===== src/rtl/auxclk_pkg.sv =====
package auxclk_pkg;
   // Source codes of the default four-source configuration
   localparam int unsigned SRC_SLOW = 0;
   localparam int unsigned SRC_MAIN = 1;
   localparam int unsigned SRC_PLLA = 2;
   localparam int unsigned SRC_PLLB = 3;

   // Prescaler codes above the largest supported power saturate to it
   function automatic int unsigned clamp_log(input int unsigned code,
                                             input int unsigned max_log);
      return (code > max_log) ? max_log : code;
   endfunction
endpackage


===== src/rtl/auxclk_setclr.sv =====
module auxclk_setclr #(
   parameter int unsigned W = 3
) (
   input  logic         clk,
   input  logic         rst_n,
   input  logic [W-1:0] set_i,
   input  logic [W-1:0] clr_i,
   output logic [W-1:0] q_o,
   output logic [W-1:0] nxt_o
);
   logic [W-1:0] q_r;

   // clear has priority over set
   assign nxt_o = (q_r | set_i) & ~clr_i;
   assign q_o   = q_r;

   always_ff @(posedge clk or negedge rst_n) begin
      if (!rst_n) q_r <= '0;
      else        q_r <= nxt_o;
   end
endmodule


===== src/rtl/auxclk_div.sv =====
module auxclk_div import auxclk_pkg::*; #(
   parameter int unsigned NUM_SRC = 4,
   parameter int unsigned SEL_W   = 2,
   parameter int unsigned PRES_W  = 3,
   parameter int unsigned MAX_LOG = 6,
   localparam int unsigned CNT_W  = (MAX_LOG > 0) ? MAX_LOG : 1
) (
   input  logic               clk,
   input  logic               rst_n,
   input  logic [NUM_SRC-1:0] src_stb,
   input  logic               en_q,
   input  logic               en_nxt,
   input  logic               cfg_we,
   input  logic [SEL_W-1:0]   cfg_sel,
   input  logic [PRES_W-1:0]  cfg_code,
   output logic               stb_o,
   output logic               ready_o
);
   logic [SEL_W-1:0]  sel_q;
   logic [PRES_W-1:0] code_q;
   logic [CNT_W-1:0]  cnt_q;
   logic [CNT_W-1:0]  term;
   logic              sel_stb;
   logic              rdy_q;
   int unsigned       eff;

   assign sel_stb = src_stb[sel_q];

   // terminal count: 2^eff - 1 as a thermometer of ones
   always_comb begin
      eff = clamp_log(int'(code_q), MAX_LOG);
      for (int b = 0; b < CNT_W; b++) term[b] = (b < eff);
   end

   assign stb_o   = en_q & sel_stb & ~cfg_we & (cnt_q == term);
   assign ready_o = rdy_q;

   always_ff @(posedge clk or negedge rst_n) begin
      if (!rst_n) begin
         sel_q  <= '0;
         code_q <= '0;
         cnt_q  <= '0;
         rdy_q  <= 1'b0;
      end else begin
         if (cfg_we) begin
            sel_q  <= cfg_sel;
            code_q <= cfg_code;
         end
         if (!en_nxt || cfg_we)     cnt_q <= '0;
         else if (stb_o)            cnt_q <= '0;
         else if (en_q && sel_stb)  cnt_q <= cnt_q + CNT_W'(1);
         if (!en_nxt || cfg_we)     rdy_q <= 1'b0;
         else if (stb_o)            rdy_q <= 1'b1;
      end
   end
endmodule


===== src/rtl/auxclk_gen.sv =====
module auxclk_gen import auxclk_pkg::*; #(
   parameter int unsigned NUM_OUT  = 3,
   parameter int unsigned NUM_SRC  = 4,
   parameter int unsigned PRES_W   = 3,
   parameter int unsigned MAX_LOG  = 6,
   localparam int unsigned SEL_W   = (NUM_SRC > 1) ? $clog2(NUM_SRC) : 1
) (
   input  logic               clk,
   input  logic               rst_n,
   input  logic [NUM_SRC-1:0] src_stb,
   input  logic [NUM_OUT-1:0] en_set,
   input  logic [NUM_OUT-1:0] en_clr,
   input  logic [NUM_OUT-1:0] irqm_set,
   input  logic [NUM_OUT-1:0] irqm_clr,
   input  logic [NUM_OUT-1:0] cfg_we,
   input  logic [SEL_W-1:0]   cfg_sel,
   input  logic [PRES_W-1:0]  cfg_code,
   output logic [NUM_OUT-1:0] clk_stb,
   output logic [NUM_OUT-1:0] en_stat,
   output logic [NUM_OUT-1:0] ready,
   output logic [NUM_OUT-1:0] irqm_stat,
   output logic               irq
);
   // elaboration-time parameter checks
   if (NUM_SRC < 2 || NUM_SRC != (1 << SEL_W)) begin : g_bad_src
      initial $error("auxclk_gen: NUM_SRC must be a power of two >= 2");
   end
   if (((1 << PRES_W) - 1) < MAX_LOG) begin : g_bad_pres
      initial $error("auxclk_gen: PRES_W too narrow for MAX_LOG");
   end
   if (NUM_OUT < 1) begin : g_bad_out
      initial $error("auxclk_gen: NUM_OUT must be at least 1");
   end

   logic [NUM_OUT-1:0] en_nxt;
   logic [NUM_OUT-1:0] msk_nxt;

   auxclk_setclr #(.W(NUM_OUT)) u_en (
      .clk(clk), .rst_n(rst_n), .set_i(en_set), .clr_i(en_clr),
      .q_o(en_stat), .nxt_o(en_nxt));

   auxclk_setclr #(.W(NUM_OUT)) u_msk (
      .clk(clk), .rst_n(rst_n), .set_i(irqm_set), .clr_i(irqm_clr),
      .q_o(irqm_stat), .nxt_o(msk_nxt));

   for (genvar i = 0; i < NUM_OUT; i++) begin : g_out
      auxclk_div #(
         .NUM_SRC(NUM_SRC), .SEL_W(SEL_W),
         .PRES_W(PRES_W), .MAX_LOG(MAX_LOG)
      ) u_div (
         .clk(clk), .rst_n(rst_n), .src_stb(src_stb),
         .en_q(en_stat[i]), .en_nxt(en_nxt[i]), .cfg_we(cfg_we[i]),
         .cfg_sel(cfg_sel), .cfg_code(cfg_code),
         .stb_o(clk_stb[i]), .ready_o(ready[i]));
   end

   assign irq = |(ready & irqm_stat);

   // mask look-ahead is not needed outside the register
   logic unused_msk;
   assign unused_msk = ^msk_nxt;
endmodule


===== config.mk =====
export PLATFORM = sky130hd
export DESIGN_NAME = auxclk_gen
export DESIGN_NICKNAME = d
export VERILOG_FILES = /design/src/rtl/auxclk_pkg.sv /design/src/rtl/auxclk_setclr.sv /design/src/rtl/auxclk_div.sv /design/src/rtl/auxclk_gen.sv
export SDC_FILE = /design/constraint.sdc
export NUM_CORES = 1
export LEC_CHECK = 0
export ABC_AREA = 1
export BUFFER_PORTS_ARGS = -buffer_cell sky130_fd_sc_hd__buf_2
export CELL_PAD_IN_SITES_DETAIL_PLACEMENT = 0
export CELL_PAD_IN_SITES_GLOBAL_PLACEMENT = 1
export CORE_UTILIZATION = 29
export CTS_CLUSTER_DIAMETER = 100
export DETAILED_ROUTE_END_ITERATION = 16
export GPL_ROUTABILITY_DRIVEN = 1
export PLACE_DENSITY_LB_ADDON = 0.1
export SLEW_MARGIN = 20
export SYNTH_ARGS = -nofsm -noshare
export SYNTH_HDL_FRONTEND = slang
export SYNTH_SLANG_ARGS = --single-unit

===== constraint.sdc =====
create_clock -name clk -period 3.2 [get_ports clk]
set_input_delay 0.64 -clock clk [delete_from_list [all_inputs] [get_ports clk]]
set_output_delay 0.64 -clock clk [all_outputs]
set_load 0.02 [all_outputs]

After elaboration in Yosys (flattened, before gate mapping)
Cells that the tools add are included.

word-level totals
  memories kept = 0
  register bits = 42
  bits of input ports = 26
  bits in latches = 0
  RAM bits = 0
  ROM bits = 0

cells by class
  bitwise gates (word level) = 19
  divide/modulo/power cells = 0
  multiply operators = 0
  multiplexer cells = 24
  add/sub/neg operators = 3
  $lt $le $gt $ge = 24
  shifts and indexed selects = 0
  reduce and logical (&&, ||, !) cells = 16
  equal/unequal tests = 3

operators with widths
  cell                   number
  $lt A1 B32 Y1 const A  6
  $lt A2 B32 Y1 const A  6
  $lt A3 B32 Y1 const A  6
  $mux W6                9
  $add A6 B1 Y6 const B  3
  $eq A6 B6 Y1           3
  $and A1 B1 Y1          9
  $and A3 B3 Y3          3
  $gt A3 B3 Y1 const B   3
  $lt A2 B3 Y1 const B   3
  $mux W1                9
  $mux W3                3
  $reduce_bool A3 Y1     3
  $bmux W1 S2            3
  $not A3 Y3             2
  $or A3 B3 Y3           2
  $reduce_bool A2 Y1     3
  $logic_and A1 B1 Y1    3
  $logic_not A1 Y1       3
  $logic_or A1 B1 Y1     3
  $not A1 Y1             3
  $reduce_or A3 Y1       1

Depth between registers and ports, before layout
Gate-level depths: netlist of run 1.

  depth after elaboration = 7
  depth in mapped cells = 11

By module
From an unflattened synthesis of run 1, not the netlist that was laid out.

second synthesis, totals
  cells, all modules = 376
  area total of the unflattened synthesis = 2,497.4 um2

by module, submodules not included
  module         sequential area each (um2)  area an instance (um2)  times used  cells an instance
  auxclk_div     300.3                       762.0                   3           118
  auxclk_setclr  75.1                        97.6                    2           9
  auxclk_gen     0.0                         16.3                    1           4

Least setup slack after synthesis of run 1
No wires, ideal clock.

  kind = input to output
  from = input src_stb[0]
  to = output clk_stb[0]
  arrival = 1.336 ns
  data required time = 2.560 ns
  cell stages on the path = 9
  path slack = 1.224 ns
  path through = clkinv_1 nand2_1 nand3_1 nand2_1 nand2_2 nor2_4 nand2_4 inv_4 buf_4

on the way
  longest elaborated chain between the ends = 5

RTL lines
  element                        RTL line          source
  start: declaration             auxclk_gen.sv:10  input logic [NUM_SRC-1:0] src_stb,
  $bmux W1 S2                    auxclk_div.sv:27  assign sel_stb = src_stb[sel_q];
  $mux W1 (not written as such)  auxclk_div.sv:27
  $and A1 B1 Y1 (3 in series)    auxclk_div.sv:35  assign stb_o = en_q & sel_stb & ~cfg_we & (cnt_q == term);
  end: declaration               auxclk_gen.sv:18  output logic [NUM_OUT-1:0] clk_stb,

No other way between the ends. The select of a mux whose other input is x is not followed.

Final worst setup path of run 1
  from = register g_out[0].u_div.code_q[2]
  to = output clk_stb[0]

on the way
  longest elaborated chain between the ends = 5
  elaborated cells between the ends (all ways) = 10

RTL lines
  element                                RTL line          source
  start: declaration                     auxclk_div.sv:20  logic [PRES_W-1:0] code_q;
  start signal: assignment               auxclk_div.sv:47  code_q <= cfg_code;
  $gt A3 B3 Y1                           auxclk_pkg.sv:11  return (code > max_log) ? max_log : code;
  $mux W3 (*)                            auxclk_pkg.sv:11
  $lt A1 B32 Y1 (tied with other cells)  auxclk_div.sv:32  for (int b = 0; b < CNT_W; b++) term[b] = (b < eff);
  $eq A6 B6 Y1 (*)                       auxclk_div.sv:35
  $and A1 B1 Y1 (*)                      auxclk_div.sv:35

Every way passes the cells marked *; elsewhere a longest branch is shown, timed or not.

==> qor.yml, run 1 <==
setup_path:
  cp.arrival_ns: 1.66
  reg2reg_slack_ns: 1.81
  worstRegToRegCells: 10
  crit_type: "reg2out"
  critical_path.max_fanout: 7
  crit_path_end_kind: "primary output"
  cp.required_ns: 2.56
  crit_path_start_kind: "flop"
synth:
  syn_inst: 342
  synth_area_sq_mm: 0.00248
  yosys.area.top_type: "dfrtp_1"
  ys_seq_elements: 42
  synthTopCellsByArea: "dfrtp_1 42%, nand2_1 16%, inv_1 5.9%, nor2_1 5.4%, xor2_1 3.9%"
  yosysSeqAreaShare_pct: 42.4
  yosys-top-cells-count: "105 x nand2_1, 42 x dfrtp_1, 39 x inv_1, 36 x nor2_1, 19 x nand3_1"
  synth_edf_count: 0
  yosys.cell_types.count: 27
  yosysMostFrequentCell: "nand2_1"
  ys.flop_type: "dfrtp_1"
  syn_area_per_cell_sq_um: 7.25
  synth_nets: 371
  synthesis.yosys.warnings: 0
  async_flop_share_pct: 100
  yosys.area.top_type_share_pct: 42.4
timing:
  report.final.slew_viol_count: 0
  hold_violations: 0
  finalCritPeriodShare_pct: 71.8
  worstMarginPinSlew_ns: 0.583
  period_needed_ns: 2.30
  hold_ws_ns: 0.326
  setup_tns_ns: 0
  setup_violations: 0
  clock.fmax_mhz: 435
  rsz0062_at_grt: "false"
  relSlewSlack_pct: 61.1
  fin_skew_ns: 0.0114
cts:
  postCtsHoldBufs: 0
  postCtsSetupRepairBufs: 0
  cts_buffers: 5
  cts-root-buf: "clkbuf_8"
  cts_tree: "built"
  clk_latency_ns: 0.30
  cts-htree-levels: 2
  clkSinkCount: 42
  cts.path.max_buffers: 2
  cts.clk_slew.worst_paths_ns: 0.09
  post_cts_resized: 0
drt:
  ant_nets: 0
  first_pass_iters: 4
  first_iter_violations: 31
  drc_errors: 0
  drt-total-wl_um: 5580
  via_per_inst: 4.40
  avgRoutedWirePerCell_um: 11.6
  routed-via-count: 2110
global_route:
  grt-ovfl-total: 0
  track_usage_pct: 14.1
  grt_max_degree: 43
  grt_pass1_wl_um: 9650
  grt_pass1_vias: 2081
  antenna_found_initial: 0
die:
  floorplan.core_area_sq_mm: 0.00826
  io_pins: 39
  dieArea_sq_mm: 0.00893
  die_y_um: 94.5
  initial_utilization_pct: 30.0
  die_w_um: 94.5
  core.rowCount: 33
finish:
  syn2layout_area_growth_pct: 14.4
  fin_cells: 480
  fillers: 919
  fin_nets: 404
  antenna_cells: 0
  drive_gt1_share_pct: 20.0
flow_run:
  max_cap_violations: 0
placed_design:
  port_buffers: 38
  place.gp.congestion: 0.707
  dp_hpwl_um: 4240
  dp.cells: 473
outcome:
  outcome: "completed"
worst_hold_path:
  hp-class: "in2async"
pwr:
  vdd_ir_drop_max_uv: 208
  p_leak_nw: 1.49
  power.density_mw_per_mm2: 424
==> critical path, stage by stage, from the launching register on <==
cell	delay (ns)
dfrtp_1	0.47
nor2_1	0.18
nand2_1	0.07
nand2_1	0.06
nand2_1	0.05
clkinv_1	0.04
nand2_1	0.06
nor2_2	0.12
nand2_4	0.10
inv_4	0.06
buf_2	0.15
==> stage by stage <==
step | setup WS (ns) | utilization (%) | instance area [sq um] | total power, W
after global routing | 0.717 | 34.4 | 2840 | 0.00128
after floorplan | 1.22 | - | 2480 | 0.000712
final | 0.903 | 34.4 | 2840 | 0.00121
after CTS | 0.874 | 34.3 | 2840 | 0.00123
after detailed placement | 0.962 | 33.0 | 2720 | 0.000777
after global placement | 0.965 | 33.0 | 2720 | 0.000778
==> sequential cells by signal, indices dropped and copies added (netlist names) <==
name / count
g_out.u_div.ready_o: 3
u_en.q_o: 3
g_out.u_div.cnt_q: 18
u_msk.q_o: 3
g_out.u_div.sel_q: 6
g_out.u_div.code_q: 9
==> cells by family (layout without fill, tap and decap cells) <==
logic type | Yosys count | in the layout | synth area share [%]
buffers and inverters | 63 | 96 | 11.0
XOR/XNOR | 11 | 11 | 3.88
AO/OA/AOI/OAI | 27 | 27 | 5.55
flip-flops | 42 | 42 | 42.4
AND/OR/NAND/NOR | 196 | 196 | 35.7
adder cells (fa/ha/maj) | 3 | 3 | 1.51
==> final timing paths <==
| check | from | endpoint |
|---|---|---|
| min reg2reg | u_msk.q_o[0] | u_msk.q_o[0] |
| max reg2reg | g_out[0].u_div.code_q[2] | g_out[0].u_div.cnt_q[3] |
| min | rst_n | g_out[1].u_div.cnt_q[2] |
| max | g_out[0].u_div.code_q[2] | clk_stb[0] |
| min in group clk | irqm_clr[0] | u_msk.q_o[0] |
| max in group asynchronous | rst_n | g_out[2].u_div.code_q[0] |
==> layout make-up <==
type | instances | area, sq um | share of cell area (%)
clock buffers | 6 | 82.6 | 2.91
multi-input cells | 237 | 1160 | 40.8
clock inverters | 1 | 30.0 | 1.06
inverters | 51 | 194 | 6.83
well taps | 105 | 131 | 4.63
flip-flops and latches | 42 | 1050 | 37.0
repair buffers | 38 | 193 | 6.79
==> where the power goes <==
group / internal (W) / switching [W]
sequential: 0.000556 / 0.0000264
combinational: 0.0000618 / 0.000118
clock: 0.000250 / 0.000193
total: 0.000868 / 0.000337
==> cell usage in the layout, fill, tap and decap left out, types with 9 or more instances in the layout <==
cell and n:
nand2_1 105, dfrtp_1 42, inv_1 39, buf_2 37
nor2_1 36, nand3_1 19, o21ai_1 17, nand4_1 13
xor2_1 11, inv_2 9, nand2_2 9
==> per-layer routing <==
layer	GRT usage, %	wire length [um]	up-vias
li1	-	-	1119
met1	18.7	2860	955
met2	22.4	2450	32
met3	3.46	218	4
met4	4.55	52	0
met5	0	0	-
Power figures use the tool's default switching activity.
==> run 2, diff against run 1 <==
==> constraint.sdc (replaced) <==
create_clock -name clk -period 2.3 [get_ports clk]
set_input_delay 0.46 -clock clk [delete_from_list [all_inputs] [get_ports clk]]
set_output_delay 0.46 -clock clk [all_outputs]
set_load 0.02 [all_outputs]
==> qor.yml, run 2 (synthesized netlist as in run 1, its figures left out) <==
outcome:
  outcome: "completed"
finish:
  regMostFlops: "g_out.u_div.cnt_q"
  syn2layout_area_growth_pct: 14.3
  layout_common_cells: "105 x nand2_1, 42 x dfrtp_1, 39 x inv_1"
  reg_top3: "g_out.u_div.cnt_q x18, g_out.u_div.code_q x9, g_out.u_div.sel_q x6"
  mostFrequentLayoutCell: "nand2_1"
  utilization_pct: 34.3  # -0.045 points
  fin_nets: 405  # +0.25%
  largest_register_ffs: 18  # unchanged
  drive_gt1_share_pct: 20.2  # +0.16 points
  antenna_cells: 0  # unchanged
timing:
  setup_violations: 0  # unchanged
  worstMarginPinSlew_ns: 0.491  # -0.0924 ns
  clock.fmax_mhz: 473
  relSlewSlack_pct: 67.3  # +6.2 points
  report.final.slew_viol_count: 0  # unchanged
  finalWorstSetupSlack_ns: 0.186  # -0.717 ns
  rsz0062_at_grt: "false"
  setup_tns_ns: 0  # unchanged
  period_needed_ns: 2.11
  fin_skew_ns: 0.00665  # -0.00475 ns
  hold_violations: 0  # unchanged
  finalCritPeriodShare_pct: 91.9
cts:
  cts-htree-levels: 2  # unchanged
  cts-root-buf: "clkbuf_8"
  cts_tree: "built"
  postCtsSetupRepairBufs: 0  # unchanged
  cts.path.max_buffers: 2  # unchanged
  cts_buffers: 5  # unchanged
  clkSinkCount: 42  # unchanged
  postCtsHoldBufs: 0  # unchanged
  cts.clk_slew.worst_paths_ns: 0.09  # about the same
  clk_latency_ns: 0.29  # about the same
  post_cts_resized: 0  # unchanged
pwr:
  vdd_ir_drop_max_uv: 197  # -5.4%
  p_leak_nw: 1.48  # about the same
  p_total_w: 0.00157  # +30%
  power.density_mw_per_mm2: 554  # +31%
drt:
  via_per_inst: 4.43  # +0.81%
  avgRoutedWirePerCell_um: 11.7  # +0.96%
  drc_errors: 0  # unchanged
  routed-via-count: 2136  # +1.2%
  first_iter_violations: 55  # +77%
  ant_nets: 0  # unchanged
  first_pass_iters: 4  # unchanged
  drt-total-wl_um: 5660  # +1.4%
setup_path:
  worst_path_most_repeated_cell: "nand2_1"
  cpLargestDelayFamily: "simple AND/OR/NAND/NOR gates"
  slowest_delay_ns: 0.47  # about the same
  cp-startpoint: "g_out[0].u_div.code_q[2]"
  crit_path_start_kind: "flop"
  cp_slowest_cell: "dfrtp_1"
  cp.arrival_ns: 1.65  # about the same
  worstRegToRegCells: 10  # unchanged
  crit_type: "reg2out"
  reg2reg_from: "g_out[0].u_div.code_q[2]"
  cp.required_ns: 1.84  # -0.72 ns
  r2r_end: "g_out[0].u_div.cnt_q[3]"
  reg2reg_slack_ns: 0.91  # -0.90 ns
  critPathBufInv: 3  # unchanged
  crit_path_end_kind: "primary output"
  critical_path.max_fanout: 7  # unchanged
  crit_chain: "nor2_1 -> nand2_1 -> nand2_1 -> nand2_1 -> clkinv_1 -> nand2_1 -> nor2_2 -> nand2_4 -> inv_4 -> buf_2"
die:
  io_pins: 39  # unchanged
  dieArea_sq_mm: 0.00893  # unchanged
  initial_utilization_pct: 30.0  # unchanged
  core.rowCount: 33  # unchanged
  die_y_um: 94.5  # unchanged
  floorplan.core_area_sq_mm: 0.00826  # unchanged
  die_w_um: 94.5  # unchanged
global_route:
  grt_max_degree: 25  # -42%
  antenna_found_initial: 0  # unchanged
  grt_pass1_wl_um: 9780  # +1.4%
  grt-ovfl-total: 0  # unchanged
  track_usage_pct: 14.2  # +0.080 points
  grt_pass1_vias: 2055  # -1.2%
placed_design:
  dp_hpwl_um: 4360  # +2.8%
  place.gp.congestion: 0.726  # +2.8%
  port_buffers: 38  # unchanged
  dp_slack_ns: 0.430  # -0.532 ns
worst_hold_path:
  hp-class: "in2async"
flow_run:
  max_cap_violations: 0  # unchanged
[run 2: layout make-up]
type	count	area [sq um]
Clock buffer	7	86.3
Clock inverter	1	5.00
Fill cell	944	5420
Inverter	51	194
Multi-Input combinational cell	237	1160
Sequential cell	42	1050
Tap cell	105	131
Timing Repair Buffer	39	210
[run 2: worst register-to-register path: stages (launching register included)]
cell and delay (ns):
dfrtp_1 0.47, nor2_1 0.18, nand2_1 0.07, nand2_1 0.05, nand2_1 0.05, clkinv_1 0.04
nand2_1 0.07, nor2_2 0.13, nand2_4 0.10, nand2_2 0.10, nor3_2 0.04
[run 2: routing by layer]
| layer | vias up | wire, um | track usage [%] | part of all wire (%) |
|---|---|---|---|---|
| met3 | 5 | 216 | 2.82 | 3.8 |
| met5 | - | 0 | 0 | 0 |
| met1 | 974 | 2890 | 19.8 | 51 |
| li1 | 1121 | - | - | - |
| met4 | 0 | 54 | 4.17 | 0.95 |
| met2 | 36 | 2500 | 22.0 | 44 |
[run 2: worst max-delay path by stage]
stage                      end  slack [ns]  cells after the start
finish              clk_stb[0]        0.19                     10
global route        clk_stb[0]        0.02                     10
CTS                 clk_stb[0]        0.17                     10
detailed placement  clk_stb[2]        0.43                     10
global placement    clk_stb[2]        0.43                     10
floorplan           clk_stb[0]        0.68                     10
[run 2: stage by stage]
step | instance area, sq um | hold slack [ns] | std cells
5_1_grt | 2840 | 0.153 | 482
3_3_place_gp | 2740 | 0.460 | 474
4_1_cts | 2840 | 0.131 | 482
3_5_place_dp | 2740 | 0.462 | 474
2_1_floorplan | 2480 | 0.164 | 342
6_report | 2840 | 0.114 | 482
[run 2: power breakdown]
group	internal (W)	leakage (nW)	total [W]	switching (W)
clock network	0.000243	0.0482	0.000506	0.000263
registers	0.000774	0.549	0.000810	0.0000365
logic	0.0000891	0.888	0.000255	0.000166
total	0.00111	1.48	0.00157	0.000466
